$ cat src/rtl/pci_dw_pkg.sv
package pci_dw_pkg;

  localparam int CMD_W = 4;

  localparam logic [CMD_W-1:0] CMD_IO_RD  = 4'b0010;
  localparam logic [CMD_W-1:0] CMD_IO_WR  = 4'b0011;
  localparam logic [CMD_W-1:0] CMD_MEM_RD = 4'b0110;
  localparam logic [CMD_W-1:0] CMD_MEM_WR = 4'b0111;
  localparam logic [CMD_W-1:0] CMD_CFG_RD = 4'b1010;
  localparam logic [CMD_W-1:0] CMD_CFG_WR = 4'b1011;

  typedef enum logic [1:0] {
    ST_IDLE = 2'd0,
    ST_DATA = 2'd1,
    ST_RESP = 2'd2
  } dw_state_e;

  typedef enum logic [1:0] {
    RSP_NONE  = 2'd0,
    RSP_RETRY = 2'd1,
    RSP_DISC  = 2'd2
  } dw_resp_e;

endpackage

$ cat src/rtl/dw_cmd_decode.sv
module dw_cmd_decode
  import pci_dw_pkg::*;
(
  input  logic [CMD_W-1:0] cmd,
  output logic             is_iowr,
  output logic             is_space
);

  localparam int NCMD = 1 << CMD_W;
  localparam logic [CMD_W-1:0] SPACE_LIST [6] = '{
    CMD_IO_RD, CMD_IO_WR, CMD_MEM_RD, CMD_MEM_WR, CMD_CFG_RD, CMD_CFG_WR
  };

  logic [NCMD-1:0] space_mask;

  always_comb begin
    space_mask = '0;
    for (int i = 0; i < 6; i++) begin
      space_mask[SPACE_LIST[i]] = 1'b1;
    end
  end

  assign is_space = space_mask[cmd];
  assign is_iowr  = (cmd == CMD_IO_WR);

endmodule

$ cat src/rtl/dw_req_store.sv
module dw_req_store #(
  parameter int AD_W = 32,
  parameter int CMD_W = 4,
  localparam int BE_W = AD_W / 8
) (
  input  logic             clk,
  input  logic             rst,
  input  logic             load,
  input  logic [CMD_W-1:0] in_cmd,
  input  logic [AD_W-1:0]  in_addr,
  input  logic [AD_W-1:0]  in_data,
  input  logic [BE_W-1:0]  in_be_n,
  output logic [CMD_W-1:0] q_cmd,
  output logic [AD_W-1:0]  q_addr,
  output logic [AD_W-1:0]  q_data,
  output logic [BE_W-1:0]  q_be_n,
  output logic             match
);

  always_ff @(posedge clk) begin
    if (rst) begin
      q_cmd  <= '0;
      q_addr <= '0;
      q_data <= '0;
      q_be_n <= '1;
    end else if (load) begin
      q_cmd  <= in_cmd;
      q_addr <= in_addr;
      q_data <= in_data;
      q_be_n <= in_be_n;
    end
  end

  logic cmd_eq, addr_eq, data_eq, be_eq;
  assign cmd_eq  = (q_cmd  == in_cmd);
  assign addr_eq = (q_addr == in_addr);
  assign data_eq = (q_data == in_data);
  assign be_eq   = (q_be_n == in_be_n);
  assign match   = cmd_eq & addr_eq & data_eq & be_eq;

endmodule

$ cat src/rtl/dw_pend_track.sv
module dw_pend_track (
  input  logic clk,
  input  logic rst,
  input  logic set_pend,
  input  logic clr_pend,
  input  logic drained,
  output logic pending,
  output logic done
);

  always_ff @(posedge clk) begin
    if (rst) begin
      pending <= 1'b0;
      done    <= 1'b0;
    end else if (clr_pend) begin
      pending <= 1'b0;
      done    <= 1'b0;
    end else if (set_pend) begin
      pending <= 1'b1;
      done    <= 1'b0;
    end else if (pending && drained) begin
      done    <= 1'b1;
    end
  end


  no_idle_drain_chk: assert property (@(posedge clk) disable iff (rst)
    (!pending && !set_pend) |=> !done);


  done_needs_pend_chk: assert property (@(posedge clk) disable iff (rst)
    done |-> pending);

endmodule

$ cat src/rtl/dw_tgt_fsm.sv
module dw_tgt_fsm
  import pci_dw_pkg::*;
(
  input  logic     clk,
  input  logic     rst,
  input  logic     frame_n,
  input  logic     irdy_n,
  input  logic     claim,
  input  dw_resp_e resp,
  output logic     addr_ph,
  output logic     data_ph,
  output logic     devsel_n,
  output logic     trdy_n,
  output logic     stop_n
);

  dw_state_e state;
  logic      frame_q;

  assign addr_ph = (state == ST_IDLE) && frame_q && !frame_n;
  assign data_ph = (state == ST_DATA) && !irdy_n;

  always_ff @(posedge clk) begin
    if (rst) begin
      state    <= ST_IDLE;
      frame_q  <= 1'b1;
      devsel_n <= 1'b1;
      trdy_n   <= 1'b1;
      stop_n   <= 1'b1;
    end else begin
      frame_q <= frame_n;
      unique case (state)
        ST_IDLE: begin
          if (addr_ph && claim) begin
            state    <= ST_DATA;
            devsel_n <= 1'b0;
          end
        end
        ST_DATA: begin
          if (data_ph) begin
            state  <= ST_RESP;
            stop_n <= (resp == RSP_NONE);
            trdy_n <= (resp != RSP_DISC);
          end
        end
        ST_RESP: begin
          state    <= ST_IDLE;
          devsel_n <= 1'b1;
          trdy_n   <= 1'b1;
          stop_n   <= 1'b1;
        end
        default: state <= ST_IDLE;
      endcase
    end
  end


  trdy_with_stop_chk: assert property (@(posedge clk) disable iff (rst)
    !trdy_n |-> !stop_n);


  stop_needs_devsel_chk: assert property (@(posedge clk) disable iff (rst)
    !stop_n |-> !devsel_n);


  stop_one_cycle_chk: assert property (@(posedge clk) disable iff (rst)
    !stop_n |=> (stop_n && devsel_n));

endmodule

$ cat src/rtl/pci_dw_target.sv
module pci_dw_target
  import pci_dw_pkg::*;
#(
  parameter int AD_W = 32,
  localparam int BE_W = AD_W / 8
) (
  input  logic             clk,
  input  logic             rst,
  input  logic             frame_n,
  input  logic             irdy_n,
  input  logic [AD_W-1:0]  ad,
  input  logic [BE_W-1:0]  cbe_n,
  output logic             devsel_n,
  output logic             trdy_n,
  output logic             stop_n,
  input  logic             defer_en,
  input  logic             lcl_drained,
  output logic             dw_push,
  output logic [CMD_W-1:0] dw_cmd,
  output logic [AD_W-1:0]  dw_addr,
  output logic [AD_W-1:0]  dw_data,
  output logic [BE_W-1:0]  dw_be_n
);

  logic             addr_ph, data_ph;
  logic             live_iowr, live_space;
  logic             cur_iowr, cur_space;
  logic             pending, done, match;
  logic             claim, set_pend, clr_pend, load;
  logic [CMD_W-1:0] cur_cmd;
  logic [AD_W-1:0]  cur_addr;
  dw_resp_e         resp;

  // Decode of the command on the bus during the address phase
  dw_cmd_decode u_live_dec (
    .cmd      (cbe_n[CMD_W-1:0]),
    .is_iowr  (live_iowr),
    .is_space (live_space)
  );

  // Decode of the command held for the data phase
  dw_cmd_decode u_cur_dec (
    .cmd      (cur_cmd),
    .is_iowr  (cur_iowr),
    .is_space (cur_space)
  );

  assign claim = live_space && (pending || live_iowr);

  always_ff @(posedge clk) begin
    if (rst) begin
      cur_cmd  <= '0;
      cur_addr <= '0;
    end else if (addr_ph) begin
      cur_cmd  <= cbe_n[CMD_W-1:0];
      cur_addr <= ad;
    end
  end

  // Response decision in the data phase
  always_comb begin
    resp     = RSP_NONE;
    set_pend = 1'b0;
    clr_pend = 1'b0;
    load     = 1'b0;
    if (data_ph && cur_space) begin
      if (pending) begin
        if (done && cur_iowr && match) begin
          resp     = RSP_DISC;
          clr_pend = 1'b1;
        end else begin
          resp = RSP_RETRY;
        end
      end else if (cur_iowr) begin
        load = 1'b1;
        if (defer_en) begin
          resp     = RSP_RETRY;
          set_pend = 1'b1;
        end else begin
          resp = RSP_DISC;
        end
      end
    end
  end

  dw_req_store #(.AD_W(AD_W), .CMD_W(CMD_W)) u_store (
    .clk     (clk),
    .rst     (rst),
    .load    (load),
    .in_cmd  (cur_cmd),
    .in_addr (cur_addr),
    .in_data (ad),
    .in_be_n (cbe_n),
    .q_cmd   (dw_cmd),
    .q_addr  (dw_addr),
    .q_data  (dw_data),
    .q_be_n  (dw_be_n),
    .match   (match)
  );

  dw_pend_track u_pend (
    .clk      (clk),
    .rst      (rst),
    .set_pend (set_pend),
    .clr_pend (clr_pend),
    .drained  (lcl_drained),
    .pending  (pending),
    .done     (done)
  );

  dw_tgt_fsm u_fsm (
    .clk      (clk),
    .rst      (rst),
    .frame_n  (frame_n),
    .irdy_n   (irdy_n),
    .claim    (claim),
    .resp     (resp),
    .addr_ph  (addr_ph),
    .data_ph  (data_ph),
    .devsel_n (devsel_n),
    .trdy_n   (trdy_n),
    .stop_n   (stop_n)
  );

  always_ff @(posedge clk) begin
    if (rst) dw_push <= 1'b0;
    else     dw_push <= load;
  end


  push_single_chk: assert property (@(posedge clk) disable iff (rst)
    dw_push |=> !dw_push);


  retry_while_wait_chk: assert property (@(posedge clk) disable iff (rst)
    (data_ph && pending && !done) |=> (trdy_n && !dw_push));


  push_with_resp_chk: assert property (@(posedge clk) disable iff (rst)
    dw_push |-> !stop_n);

endmodule

$ cat config.mk
export PLATFORM = sky130hd
export DESIGN_NAME = pci_dw_target
export DESIGN_NICKNAME = d
export VERILOG_FILES = /design/src/rtl/pci_dw_pkg.sv /design/src/rtl/dw_cmd_decode.sv /design/src/rtl/dw_req_store.sv /design/src/rtl/dw_pend_track.sv /design/src/rtl/dw_tgt_fsm.sv /design/src/rtl/pci_dw_target.sv
export SDC_FILE = /design/constraint.sdc
export NUM_CORES = 1
export LEC_CHECK = 0
export BUFFER_PORTS_ARGS = -buffer_cell sky130_fd_sc_hd__buf_2
export CORE_MARGIN = 2
export CORE_UTILIZATION = 57
export CTS_CLUSTER_SIZE = 12
export DETAILED_ROUTE_END_ITERATION = 10
export PLACE_DENSITY = 0.95
export SETUP_SLACK_MARGIN = 0.05
export SLEW_MARGIN = 20
export SYNTH_ARGS = -nofsm -noshare
export SYNTH_HDL_FRONTEND = slang
export SYNTH_SLANG_ARGS = --single-unit
$ cat constraint.sdc
create_clock -name clk -period 3.8 [get_ports clk]
set_input_delay 0.57 -clock clk [delete_from_list [all_inputs] [get_ports clk]]
set_output_delay 0.57 -clock clk [all_outputs]
set_load 0.01 [all_outputs]
# [Word-level counts from Yosys, hierarchy flattened]
# Memories as Yosys holds them, arrays and structs flattened. A register that Yosys moved wholly into a read port is not among the register bits.
# Cells that the tools add are included.
[word_totals] ff_bits=117 inputBits=42 mem_bits_ro=32 output_inout_bits=76 wordCells=81 memories=2
[classes] order_cmp=2 eq_ne=11 n_reduce_logical=21 n_bitwise=3 muxes=28
[memory_table] memory="(no name shown)" words=16 width=1 read_ports=1 rd_clocked_by_memory_dff=1 wr=0 line_no="dw_cmd_decode.sv:23" source="assign is_space = space_mask[cmd];"
[memory_table] memory="(no name shown)" words=16 width=1 read_ports=1 rd_clocked_by_memory_dff=0 wr=0 line_no="dw_cmd_decode.sv:23"
[op_table] cell="32-bit equality test" n=2
[op_table] cell="1-bit 2-to-1 mux" n=15
[op_table] cell="2-bit 2-to-1 mux" n=7
[op_table] cell="4-bit by 5-bit < comparator with 1-bit output (second input constant)" n=2
[op_table] cell="1-bit logical AND" n=9
[op_table] cell="4-bit by 2-bit equality test with 1-bit output (second input constant)" n=2
[op_table] cell="4-bit equality test" n=2
[op_table] cell="4-bit 2-to-1 mux" n=2
[op_table] cell="2-bit != test (second input constant)" n=3
[op_table] cell="1-bit case mux with 2 select lines" n=3
[op_table] cell="2-bit AND reduction" n=3
[op_table] cell="2-bit logical NOT" n=2
[op_table] cell="2-bit case mux with 2 select lines" n=1
[op_table] cell="2-bit nonzero test" n=2
[op_table] cell="1-bit bitwise AND" n=3
[op_table] cell="3-bit OR reduction" n=1
[op_table] cell="2-bit by 1-bit equality test with 1-bit output (second input constant)" n=1
[op_table] cell="2-bit equality test (second input constant)" n=1
[op_table] cell="1-bit logical NOT" n=2
[op_table] cell="2-bit OR reduction" n=1
[op_table] cell="1-bit logical OR" n=1

# [Logic depth before layout (Yosys ltp)]
# Gate-level depths: netlist of the first run.
[depth] ltp_word=11 mapped_depth=8 ltp_nobuf=6

# [Hierarchy]
# A second synthesis of the first run with hierarchy kept.
[unflattened] hier_cells=490 hier_area_um2=5039.8
[by_module_without_submodules] module="dw_req_store" seq_area_each_um2=1441.4 instances=1 cells_each=328 area_each_um2=3293.2
[by_module_without_submodules] module="pci_dw_target" seq_area_each_um2=740.7 instances=1 cells_each=130 area_each_um2=1402.6
[by_module_without_submodules] module="dw_tgt_fsm" seq_area_each_um2=120.1 instances=1 cells_each=22 area_each_um2=237.7
[by_module_without_submodules] module="dw_pend_track" seq_area_each_um2=40.0 instances=1 cells_each=6 area_each_um2=66.3
[by_module_without_submodules] module="dw_cmd_decode" seq_area_each_um2=0.0 instances=2 cells_each=2 area_each_um2=20.0

# [Least setup slack after synthesis of the first run]
# OpenSTA, ideal clock, no wires.
[synth_timing] path_kind="in2reg" from="in ad[5]" to="reg u_fsm.trdy_n" required_ns=3.668 stages=6 path_slack_ns=2.035 path_buffers=0 arrival_ns=1.633 setup_time_ns=0.132 path_cell_list="inv_1 > o2bb2ai_1 > a2111oi_0 > nand4_1 > nor4_2 > a21oi_1"
[synth_between] elab_chain_cells=10
[synth_lines] item="start: declaration" line_no="pci_dw_target.sv:11" source="input logic [AD_W-1:0] ad,"
[synth_lines] item="32-bit equality test" line_no="dw_req_store.sv:37" source="assign data_eq = (q_data == in_data);"
[synth_lines] item="1-bit bitwise AND (2 in a row)" line_no="dw_req_store.sv:39" source="assign match = cmd_eq & addr_eq & data_eq & be_eq;"
[synth_lines] item="1-bit logical AND" line_no="pci_dw_target.sv:68" source="if (done && cur_iowr && match) begin"
[synth_lines] item="2-bit 2-to-1 mux" line_no="pci_dw_target.sv:68"
[synth_lines] item="2-bit 2-to-1 mux" line_no="pci_dw_target.sv:67" source="if (pending) begin"
[synth_lines] item="2-bit 2-to-1 mux" line_no="pci_dw_target.sv:66" source="if (data_ph && cur_space) begin"
[synth_lines] item="2-bit != test" line_no="dw_tgt_fsm.sv:43" source="trdy_n <= (resp != RSP_DISC);"
[synth_lines] item="1-bit 2-to-1 mux" line_no="dw_tgt_fsm.sv:40" source="if (data_ph) begin"
[synth_lines] item="1-bit case mux with 2 select lines" line_no="dw_tgt_fsm.sv:32" source="unique case (state)"
[synth_lines] item="end signal: assignment" line_no="dw_tgt_fsm.sv:43"
[synth_lines] item="end: declaration" line_no="dw_tgt_fsm.sv:13" source="output logic trdy_n,"
# Every way passes these cells. The select of a mux whose other input is x is not followed.
# A chain may end at the register's enable or synchronous reset.

# [Worst setup path in the final report of the first run]
[layout_timing] from="reg u_fsm.state[1]" to="reg u_store.q_addr[5]"
[layout_between] elab_chain_cells=4
[layout_lines] item="start: declaration" line_no="dw_tgt_fsm.sv:17" source="dw_state_e state;"
[layout_lines] item="start signal: assignment" line_no="dw_tgt_fsm.sv:25" source="state <= ST_IDLE;"
[layout_lines] item="start signal: assignment" line_no="dw_tgt_fsm.sv:35" source="state <= ST_DATA;"
[layout_lines] item="start signal: assignment" line_no="dw_tgt_fsm.sv:41" source="state <= ST_RESP;"
[layout_lines] item="2-bit by 1-bit equality test with 1-bit output" line_no="dw_tgt_fsm.sv:21" source="assign data_ph = (state == ST_DATA) && !irdy_n;"
[layout_lines] item="1-bit logical AND" line_no="dw_tgt_fsm.sv:21"
[layout_lines] item="1-bit logical AND" line_no="pci_dw_target.sv:66"
[layout_lines] item="1-bit 2-to-1 mux" line_no="pci_dw_target.sv:66"
[layout_lines] item="end signal: assignment" line_no="dw_req_store.sv:28" source="q_addr <= in_addr;"
[layout_lines] item="end: declaration" line_no="dw_req_store.sv:14" source="output logic [AD_W-1:0] q_addr,"
# Every way passes these cells.

==> impl_results.html, run 1 <==
<table>
<tr><th>Metric</th><th>Value</th></tr>
<tr><th colspan="2">Worst setup path</th></tr>
<tr><td>Nature of the critical path startpoint</td><td>flip-flop</td></tr>
<tr><td>CP delay by family, top</td><td>simple AND/OR/NAND/NOR gates</td></tr>
<tr><td>WP data arrival</td><td>2.99 ns</td></tr>
<tr><td>Critical path endpoint category</td><td>flip-flop</td></tr>
<tr><td>Bufs and invs on worst path</td><td>1</td></tr>
<tr><td>Crit-path cells</td><td>and2b_1 &gt; nand3b_2 &gt; or3_2 &gt; buf_4 &gt; nand2_1 &gt; a21oi_1</td></tr>
<tr><td>Data required time at the worst endpoint</td><td>4.24 ns</td></tr>
<tr><td>Delay of the slowest cell on the worst path</td><td>0.76 ns</td></tr>
<tr><td>Largest driver fanout on the critical path</td><td>50</td></tr>
<tr><td>Worst setup path class</td><td>reg -&gt; reg</td></tr>
<tr><td>Critical Path Slowest Stage Cell</td><td>sky130_fd_sc_hd__or3_2</td></tr>
<tr><th colspan="2">Synthesis</th></tr>
<tr><td>Cell count after synthesis</td><td>625</td></tr>
<tr><td>Cell area after synthesis</td><td>4970 um^2</td></tr>
<tr><td>Flop and latch count out of synthesis</td><td>118</td></tr>
<tr><td>Average instance area after synthesis</td><td>7.96 um^2</td></tr>
<tr><td>Number of nets produced by synthesis</td><td>667</td></tr>
<tr><td>Ys flop type</td><td>sky130_fd_sc_hd__dfxtp_1</td></tr>
<tr><td>Yosys warnings</td><td>0</td></tr>
<tr><td>Number of synthesized flops with an enable pin</td><td>0</td></tr>
<tr><td>Synth unique cells</td><td>40</td></tr>
<tr><td>Proportion of synthesized chip area in sequential cells</td><td>0.475</td></tr>
<tr><td>Share of synthesized flip-flops with an asynchronous set or reset</td><td>0</td></tr>
<tr><th colspan="2">Job</th></tr>
<tr><td>Max-cap viol count</td><td>0</td></tr>
<tr><th colspan="2">Detailed routing</th></tr>
<tr><td>Total routed wirelength</td><td>15400 um</td></tr>
<tr><td>Remaining routing DRC violations</td><td>0</td></tr>
<tr><td>Total via count in the routed design</td><td>5025</td></tr>
<tr><td>Via/cell ratio</td><td>5.92</td></tr>
<tr><td>Number of iterations in the first detailed-routing pass</td><td>6</td></tr>
<tr><td>ANT nets after route</td><td>0</td></tr>
<tr><td>Initial drt markers</td><td>568</td></tr>
<tr><td>Final routed wire length divided by cell count</td><td>18.1 um</td></tr>
<tr><th colspan="2">Timing</th></tr>
<tr><td>Final count of pins violating max slew</td><td>0</td></tr>
<tr><td>Worst rel slew slack</td><td>0.354</td></tr>
<tr><td>Final critical-path share of the clock period</td><td>0.671</td></tr>
<tr><td>Post-layout minimum cycle time</td><td>2.55 ns</td></tr>
<tr><td>Pin slew with the least headroom to its limit</td><td>0.965 ns</td></tr>
<tr><td>Number of failing hold endpoints at the final stage</td><td>0</td></tr>
<tr><td>Setup repair after global routing missed its margin</td><td>no</td></tr>
<tr><td>Setup-violating endpoint count in the final report</td><td>0</td></tr>
<tr><td>Setup clock skew after layout</td><td>0.00727 ns</td></tr>
<tr><td>Maximum achievable frequency</td><td>0.392 GHz</td></tr>
<tr><td>Sum of negative setup slack</td><td>0 ns</td></tr>
<tr><th colspan="2">Floorplan</th></tr>
<tr><td>Number of primary I/O pins</td><td>118</td></tr>
<tr><td>Die Height</td><td>97.4 um</td></tr>
<tr><td>Standard-cell row count</td><td>34</td></tr>
<tr><td>Core area</td><td>8590 um^2</td></tr>
<tr><td>Effective utilization at floorplan</td><td>0.579</td></tr>
<tr><td>Die Area</td><td>9490 um^2</td></tr>
<tr><td>Horizontal die dimension</td><td>97.4 um</td></tr>
<tr><th colspan="2">CTS</th></tr>
<tr><td>Clock network latency to the later pin of the worst-skew pair</td><td>0.54 ns</td></tr>
<tr><td>Number of hold buffers added after cts</td><td>0</td></tr>
<tr><td>Number of gates resized after CTS</td><td>0</td></tr>
<tr><td>Sink Count</td><td>118</td></tr>
<tr><td>Clock transition at the registers of the reported paths</td><td>0.06 ns</td></tr>
<tr><td>CTS H-Tree Depth</td><td>4</td></tr>
<tr><td>Buffers inserted during post-CTS setup optimization</td><td>0</td></tr>
<tr><td>Maximum number of buffers from clock root to sink</td><td>2</td></tr>
<tr><td>Inserted Clock Buffers</td><td>17</td></tr>
<tr><td>CTS tree</td><td>yes</td></tr>
<tr><td>Root buf cell</td><td>sky130_fd_sc_hd__clkbuf_8</td></tr>
<tr><th colspan="2">Placement</th></tr>
<tr><td>Placer congestion estimate</td><td>0.920</td></tr>
<tr><td>Placement-stage cell area</td><td>5570 um^2</td></tr>
<tr><td>Half-perimeter wire length after detailed placement</td><td>9540 um</td></tr>
<tr><td>Buffers added on ports</td><td>117</td></tr>
<tr><th colspan="2">Layout</th></tr>
<tr><td>Commonest non-fill, non-tap cells in the layout</td><td>sky130_fd_sc_hd__nand2_1, sky130_fd_sc_hd__dfxtp_1, sky130_fd_sc_hd__buf_2, sky130_fd_sc_hd__a21oi_1, sky130_fd_sc_hd__xor2_1</td></tr>
<tr><td>Antenna cells</td><td>0</td></tr>
<tr><td>Post-route cell area</td><td>6180 um^2</td></tr>
<tr><td>Fraction of final layout cells sized beyond drive strength 1</td><td>0.212</td></tr>
<tr><td>Layout Area Growth over Synthesis</td><td>24.2%</td></tr>
<tr><td>Post-layout nets</td><td>770</td></tr>
<tr><td>Leading cell type in the layout, fill and taps excluded</td><td>sky130_fd_sc_hd__nand2_1</td></tr>
<tr><th colspan="2">Status</th></tr>
<tr><td>Result of the run</td><td>completed</td></tr>
<tr><th colspan="2">Global route</th></tr>
<tr><td>Number of antenna violations at the first check in global routing</td><td>0</td></tr>
<tr><td>Wire length of the first global-routing pass</td><td>24200 um</td></tr>
<tr><td>Pin count of the biggest net entering global routing</td><td>119</td></tr>
<tr><td>Vias in the first global route</td><td>4763</td></tr>
<tr><td>Overflow left after global routing</td><td>0</td></tr>
<tr><td>GRT Resource Usage Total</td><td>0.323</td></tr>
<tr><th colspan="2">Worst hold path</th></tr>
<tr><td>Min-Delay Path Class</td><td>in -&gt; reg</td></tr>
<tr><th colspan="2">Power</th></tr>
<tr><td>Largest voltage drop on the vdd net</td><td>326 uV</td></tr>
<tr><td>Switching power share of the total</td><td>0.224</td></tr>
<tr><td>Part of the power in the clock network</td><td>0.527</td></tr>
<tr><td>Switching power total</td><td>0.689 mW</td></tr>
<tr><td>Leakage power total</td><td>2.64 nW</td></tr>
<tr><td>Fraction of power consumed by combinational cells</td><td>0.056</td></tr>
<tr><td>Power share of the sequential group</td><td>0.418</td></tr>
<tr><td>Power per cell area</td><td>498 nW/um^2</td></tr>
<tr><td>Internal power contribution</td><td>2.38 mW</td></tr>
</table>
## logic make-up (layout without fill, tap and decap cells)
| family | Yosys count | after routing | synth area share |
|---|---|---|---|
| AO/OA/AOI/OAI | 128 | 128 | 0.141 |
| XOR/XNOR | 57 | 57 | 0.100 |
| buffers and inverters | 55 | 171 | 0.0485 |
| flip-flops | 118 | 118 | 0.475 |
| AND/OR/NAND/NOR | 267 | 267 | 0.235 |
## sequential cells by signal, summed over array words and instances, names as in the netlist, 2 cells and up
register / cells
u_store.q_cmd: 4
u_store.q_addr: 32
cur_cmd: 4
u_store.q_data: 32
u_store.q_be_n: 4
cur_addr: 32
u_fsm.state: 2
## through the flow
stage / worst slack (ns) / std cells / power (mW) / hold slack (ns) / utilization
final: 1.25 / 849 / 3.07 / 0.291 / 0.719
after global routing: 1.15 / 849 / 3.14 / 0.297 / 0.719
after CTS: 1.31 / 849 / 3.06 / 0.286 / 0.718
after floorplan: 2.03 / 625 / 1.40 / 0.450 / -
after global placement: 1.35 / 817 / 1.46 / 0.452 / 0.649
after detailed placement: 1.27 / 817 / 1.47 / 0.467 / 0.649
## worst paths after layout
path	from	end	slack, ns	depth (start not counted)
worst max-delay path	u_fsm.state[1]$_SDFFE_PP0P_	u_store.q_addr[5]$_SDFFE_PP0P_	1.25	6
worst min-delay path	frame_n	u_fsm.frame_q$_SDFF_PP1_	0.29	2
worst max register to register	u_fsm.state[1]$_SDFFE_PP0P_	u_store.q_addr[5]$_SDFFE_PP0P_	1.25	6
worst min register to register	u_store.q_data[15]$_SDFFE_PP0P_	u_store.q_data[15]$_SDFFE_PP0P_	0.48	2
## power groups by stage
| stage | registers, mW | logic, mW | clock network [mW] |
|---|---|---|---|
| floorplan | 1.30 | 0.0944 | 0 |
| global placement | 1.31 | 0.157 | 0 |
| detailed placement | 1.31 | 0.161 | 0 |
| CTS | 1.28 | 0.166 | 1.61 |
| global route | 1.29 | 0.184 | 1.67 |
| finish | 1.28 | 0.171 | 1.62 |
## cell type report
type	instances	area (um^2)
Fill cell	590	2420
Multi-Input combinational cell	452	2380
Sequential cell	118	2360
Timing Repair Buffer	121	634
Clock buffer	23	477
Tap cell	108	135
Clock inverter	9	123
Inverter	18	67.6
## worst reg2reg max path, stage by stage (launching register included)
cell	delay, ns
sky130_fd_sc_hd__dfxtp_1	0.55
sky130_fd_sc_hd__and2b_1	0.26
sky130_fd_sc_hd__nand3b_2	0.14
sky130_fd_sc_hd__or3_2	0.77
sky130_fd_sc_hd__buf_4	0.41
sky130_fd_sc_hd__nand2_1	0.13
sky130_fd_sc_hd__a21oi_1	0.19
## layer usage
layer | track usage | vias to the layer above | routed length (um)
met5 | 0 | - | 0
met3 | 0.102 | 81 | 1440
met1 | 0.391 | 2345 | 5890
li1 | - | 2271 | -
met4 | 0.169 | 0 | 744
met2 | 0.515 | 328 | 7270
## cell usage after synthesis, types with 6 or more instances
master / n / area (um^2)
sky130_fd_sc_hd__nand2_1: 210 / 788
sky130_fd_sc_hd__o22ai_1: 6 / 37.5
sky130_fd_sc_hd__nand4_1: 8 / 50.1
sky130_fd_sc_hd__xor2_1: 41 / 359
sky130_fd_sc_hd__dfxtp_1: 118 / 2360
sky130_fd_sc_hd__xnor2_1: 16 / 140
sky130_fd_sc_hd__clkbuf_1: 24 / 90.1
sky130_fd_sc_hd__buf_2: 10 / 50.1
sky130_fd_sc_hd__nor2_1: 8 / 30.0
sky130_fd_sc_hd__a21oi_1: 106 / 531
sky130_fd_sc_hd__nor4_1: 15 / 93.8
sky130_fd_sc_hd__inv_1: 18 / 67.6
Power figures use the tool's default switching activity.
==> run 2: changes to the inputs <==
--- a/config.mk
+++ b/config.mk
@@ -7,10 +7,10 @@
 export LEC_CHECK = 0
 export BUFFER_PORTS_ARGS = -buffer_cell sky130_fd_sc_hd__buf_2
 export CORE_MARGIN = 2
-export CORE_UTILIZATION = 57
+export CORE_UTILIZATION = 48
 export CTS_CLUSTER_SIZE = 12
 export DETAILED_ROUTE_END_ITERATION = 10
-export PLACE_DENSITY = 0.95
+export PLACE_DENSITY = 0.86
 export SETUP_SLACK_MARGIN = 0.05
 export SLEW_MARGIN = 20
 export SYNTH_ARGS = -nofsm -noshare
==> constraint.sdc (replaced) <==
create_clock -name clk -period 2.3 [get_ports clk]
set_input_delay 0.345 -clock clk [delete_from_list [all_inputs] [get_ports clk]]
set_output_delay 0.345 -clock clk [all_outputs]
set_load 0.01 [all_outputs]
==> run 2 against run 1 <==
Clock power increased by 78%; hold slack got worse by 0.19 ns; total power increased by 72%; via count decreased by 4.6%; critical path type unchanged; register-to-register slack got worse by 1.0 ns.
==> impl_results.html, run 2 (synthesized netlist as in run 1, its figures left out) <==
<table>
<tr><th>Metric</th><th>Value</th></tr>
<tr><th colspan="2">Power</th></tr>
<tr><td>Largest voltage drop on the vdd net</td><td>458 uV (+40%)</td></tr>
<tr><td>Leakage power total</td><td>2.70 nW (+1.9%)</td></tr>
<tr><td>Power share of the sequential group</td><td>0.401 (-0.017)</td></tr>
<tr><td>Switching power total</td><td>1.12 mW (+62%)</td></tr>
<tr><td>Internal power contribution</td><td>4.17 mW (+75%)</td></tr>
<tr><td>Part of the power in the clock network</td><td>0.546 (+0.019)</td></tr>
<tr><td>Overall power consumption</td><td>5.29 mW (+72%)</td></tr>
<tr><td>Fraction of power consumed by combinational cells</td><td>0.054 (-0.002)</td></tr>
<tr><td>Switching power share of the total</td><td>0.211 (-0.0131)</td></tr>
<tr><td>Power per cell area</td><td>837 nW/um^2 (+68%)</td></tr>
<tr><th colspan="2">Worst hold path</th></tr>
<tr><td>Worst Hold End</td><td>cur_addr[23]$_SDFFE_PP0P_</td></tr>
<tr><td>Worst min-delay path startpoint</td><td>ad[23]</td></tr>
<tr><td>Hold Path Cell Cnt</td><td>3 (+1)</td></tr>
<tr><td>Min-Delay Path Class</td><td>in -&gt; reg</td></tr>
<tr><th colspan="2">Layout</th></tr>
<tr><td>Commonest non-fill, non-tap cells in the layout</td><td>sky130_fd_sc_hd__nand2_1, sky130_fd_sc_hd__dfxtp_1, sky130_fd_sc_hd__buf_2, sky130_fd_sc_hd__a21oi_1, sky130_fd_sc_hd__xor2_1</td></tr>
<tr><td>Leading cell type in the layout, fill and taps excluded</td><td>sky130_fd_sc_hd__nand2_1</td></tr>
<tr><td>Antenna cells</td><td>0 (unchanged)</td></tr>
<tr><td>Top Registers</td><td>cur_addr: 32 flops, u_store.q_addr: 32 flops, u_store.q_data: 32 flops</td></tr>
<tr><td>Fraction of final layout cells sized beyond drive strength 1</td><td>0.217 (+0.00499)</td></tr>
<tr><td>Post-layout nets</td><td>776 (+0.78%)</td></tr>
<tr><td>Layout Area Growth over Synthesis</td><td>26.9%</td></tr>
<tr><td>Total of fill cells in the finished design</td><td>910 (+54%)</td></tr>
<tr><th colspan="2">Global route</th></tr>
<tr><td>GRT Resource Usage Total</td><td>0.258 (-0.0654)</td></tr>
<tr><td>Wire length of the first global-routing pass</td><td>22500 um (-7.2%)</td></tr>
<tr><td>Vias in the first global route</td><td>4341 (-8.9%)</td></tr>
<tr><td>Overflow left after global routing</td><td>0 (unchanged)</td></tr>
<tr><td>Pin count of the biggest net entering global routing</td><td>59 (-50%)</td></tr>
<tr><td>Number of antenna violations at the first check in global routing</td><td>0 (unchanged)</td></tr>
<tr><th colspan="2">Timing</th></tr>
<tr><td>Maximum achievable frequency</td><td>0.479 GHz (+22%)</td></tr>
<tr><td>Post-layout worst setup margin</td><td>0.212 ns (-1.04 ns)</td></tr>
<tr><td>Final critical-path share of the clock period</td><td>0.908 (+0.237)</td></tr>
<tr><td>Final count of pins violating max slew</td><td>0 (unchanged)</td></tr>
<tr><td>Post-layout minimum cycle time</td><td>2.09 ns (-0.463 ns)</td></tr>
<tr><td>Number of failing hold endpoints at the final stage</td><td>0 (unchanged)</td></tr>
<tr><td>Worst rel slew slack</td><td>0.540 (+0.186)</td></tr>
<tr><td>Pin slew with the least headroom to its limit</td><td>0.690 ns (-0.275 ns)</td></tr>
<tr><td>Setup-violating endpoint count in the final report</td><td>0 (unchanged)</td></tr>
<tr><td>Sum of negative setup slack</td><td>0 ns (unchanged)</td></tr>
<tr><td>Setup clock skew after layout</td><td>0.00784 ns (+0.000568 ns)</td></tr>
<tr><td>Setup repair after global routing missed its margin</td><td>no</td></tr>
<tr><th colspan="2">Detailed routing</th></tr>
<tr><td>Total via count in the routed design</td><td>4794 (-4.6%)</td></tr>
<tr><td>Total routed wirelength</td><td>14400 um (-6.4%)</td></tr>
<tr><td>Via/cell ratio</td><td>5.43 (-8.3%)</td></tr>
<tr><td>Initial drt markers</td><td>368 (-35%)</td></tr>
<tr><td>ANT nets after route</td><td>0 (unchanged)</td></tr>
<tr><td>Remaining routing DRC violations</td><td>0 (unchanged)</td></tr>
<tr><td>Final routed wire length divided by cell count</td><td>16.3 um (-10%)</td></tr>
<tr><td>Number of iterations in the first detailed-routing pass</td><td>5 (-1)</td></tr>
<tr><th colspan="2">Worst setup path</th></tr>
<tr><td>Worst reg2reg path startpoint</td><td>u_store.q_data[21]$_SDFFE_PP0P_</td></tr>
<tr><td>Worst R2R End</td><td>u_fsm.trdy_n$_SDFFE_PP1P_</td></tr>
<tr><td>Nature of the critical path startpoint</td><td>flip-flop</td></tr>
<tr><td>Worst setup path class</td><td>reg -&gt; reg</td></tr>
<tr><td>Crit-path cells</td><td>xnor2_1 &gt; nand4_1 &gt; nor4_1 &gt; nand4_1 &gt; nor4_2 &gt; a21oi_1</td></tr>
<tr><td>Critical Path Slowest Stage Cell</td><td>sky130_fd_sc_hd__nor4_2</td></tr>
<tr><td>Delay of the slowest cell on the worst path</td><td>0.45 ns (-0.31 ns)</td></tr>
<tr><td>WP data arrival</td><td>2.46 ns (-0.53 ns)</td></tr>
<tr><td>Largest driver fanout on the critical path</td><td>3 (-94%)</td></tr>
<tr><td>Critical path endpoint category</td><td>flip-flop</td></tr>
<tr><td>Bufs and invs on worst path</td><td>0 (-1)</td></tr>
<tr><td>Library cell appearing most often on the critical path</td><td>sky130_fd_sc_hd__nand4_1</td></tr>
<tr><td>Worst-case register-to-register setup slack</td><td>0.21 ns (-1.04 ns)</td></tr>
<tr><td>Data required time at the worst endpoint</td><td>2.67 ns (-1.57 ns)</td></tr>
<tr><td>CP delay by family, top</td><td>simple AND/OR/NAND/NOR gates</td></tr>
<tr><td>Register-to-Register Path Depth</td><td>6 (unchanged)</td></tr>
<tr><th colspan="2">CTS</th></tr>
<tr><td>Root buf cell</td><td>sky130_fd_sc_hd__clkbuf_8</td></tr>
<tr><td>Clock network latency to the later pin of the worst-skew pair</td><td>0.51 ns (-0.03 ns)</td></tr>
<tr><td>Buffers inserted during post-CTS setup optimization</td><td>0 (unchanged)</td></tr>
<tr><td>Number of hold buffers added after cts</td><td>0 (unchanged)</td></tr>
<tr><td>Maximum number of buffers from clock root to sink</td><td>2 (unchanged)</td></tr>
<tr><td>CTS tree</td><td>yes</td></tr>
<tr><td>Sink Count</td><td>118 (unchanged)</td></tr>
<tr><td>CTS H-Tree Depth</td><td>4 (unchanged)</td></tr>
<tr><td>Number of gates resized after CTS</td><td>0 (unchanged)</td></tr>
<tr><td>Inserted Clock Buffers</td><td>17 (unchanged)</td></tr>
<tr><td>Clock transition at the registers of the reported paths</td><td>0.06 ns (about the same)</td></tr>
<tr><th colspan="2">Job</th></tr>
<tr><td>Max-cap viol count</td><td>0 (unchanged)</td></tr>
<tr><th colspan="2">Floorplan</th></tr>
<tr><td>Horizontal die dimension</td><td>106 um (+8.6%)</td></tr>
<tr><td>Die Height</td><td>106 um (+8.6%)</td></tr>
<tr><td>Core area</td><td>10200 um^2 (+19%)</td></tr>
<tr><td>Number of primary I/O pins</td><td>118 (unchanged)</td></tr>
<tr><td>Die Area</td><td>11200 um^2 (+18%)</td></tr>
<tr><td>Standard-cell row count</td><td>37 (+8.8%)</td></tr>
<tr><td>Effective utilization at floorplan</td><td>0.488 (-0.0905)</td></tr>
<tr><th colspan="2">Placement</th></tr>
<tr><td>Half-perimeter wire length after detailed placement</td><td>9790 um (+2.6%)</td></tr>
<tr><td>Placer congestion estimate</td><td>0.843 (-8.4%)</td></tr>
<tr><td>Buffers added on ports</td><td>117 (unchanged)</td></tr>
<tr><td>Pre-CTS setup slack</td><td>0.197 ns (-1.07 ns)</td></tr>
<tr><th colspan="2">Status</th></tr>
<tr><td>Result of the run</td><td>completed</td></tr>
</table>
run 2: cell types whose count changed in the layout (fill, tap and decap cells not counted), sizes merged:
cell | before | now
buf | 121 | 127
bufinv | 3 | 5
clkbuf | 23 | 24
clkinv | 5 | 2
run 2: worst register-to-register path: cells and delay by family, from the launching register on:
| family | cells | cell delay (ns) |
|---|---|---|
| compound gates | 1 | 0.13 |
| simple gates | 4 | 1.18 |
| flops | 1 | 0.33 |
| xor+xnor | 1 | 0.32 |
run 2: how the worst max path moves through the flow:
stage               slack, ns  cells after the start                              end                            start
CTS                      0.29                      5  u_store.q_data[24]$_SDFFE_PP0P_          cur_cmd[2]$_SDFFE_PP0P_
global placement         0.39                      5  u_store.q_data[25]$_SDFFE_PP0P_          cur_cmd[2]$_SDFFE_PP0P_
floorplan                0.70                      6         cur_addr[0]$_SDFFE_PP0P_      u_fsm.state[1]$_SDFFE_PP0P_
detailed placement       0.20                      7        u_fsm.trdy_n$_SDFFE_PP1P_                           ad[21]
global route             0.09                      6         u_pend.done$_SDFFE_PP0P_  u_store.q_data[21]$_SDFFE_PP0P_
finish                   0.21                      6        u_fsm.trdy_n$_SDFFE_PP1P_  u_store.q_data[21]$_SDFFE_PP0P_
run 2: cell type report:
type                            count  area (um^2)  share of cell area
Clock inverter                      8          168              0.0266
Sequential cell                   118         2360               0.374
Timing Repair Buffer              127          688               0.109
Inverter                           18         67.6              0.0107
Multi-Input combinational cell    452         2380               0.377
Clock buffer                       24          480              0.0761
Tap cell                          136          170              0.0269
run 2: power groups by stage:
stage | sequential, mW | combinational [mW] | clock (mW)
6_report | 2.12 | 0.285 | 2.88
3_3_place_gp | 2.16 | 0.276 | 0
2_1_floorplan | 2.15 | 0.156 | 0
5_1_grt | 2.12 | 0.307 | 3.01
4_1_cts | 2.12 | 0.281 | 2.90
3_5_place_dp | 2.16 | 0.276 | 0
run 2: metal layers:
metal  up-vias  wire [um]  track usage
met5         -          0            0
met4         0        316       0.0940
met3        25       1160       0.0600
met2       208       6950        0.415
met1      2270       5940        0.338
li1       2291          -            -
run 2: stage by stage:
step / utilization / cell area (um^2) / instances / hold WS (ns)
after CTS: 0.620 / 6310 / 883 / 0.0877
after global routing: 0.620 / 6310 / 883 / 0.0918
after global placement: 0.556 / 5670 / 851 / 0.454
after detailed placement: 0.556 / 5670 / 851 / 0.464
final: 0.620 / 6310 / 883 / 0.103
after floorplan: - / 4970 / 625 / 0.450
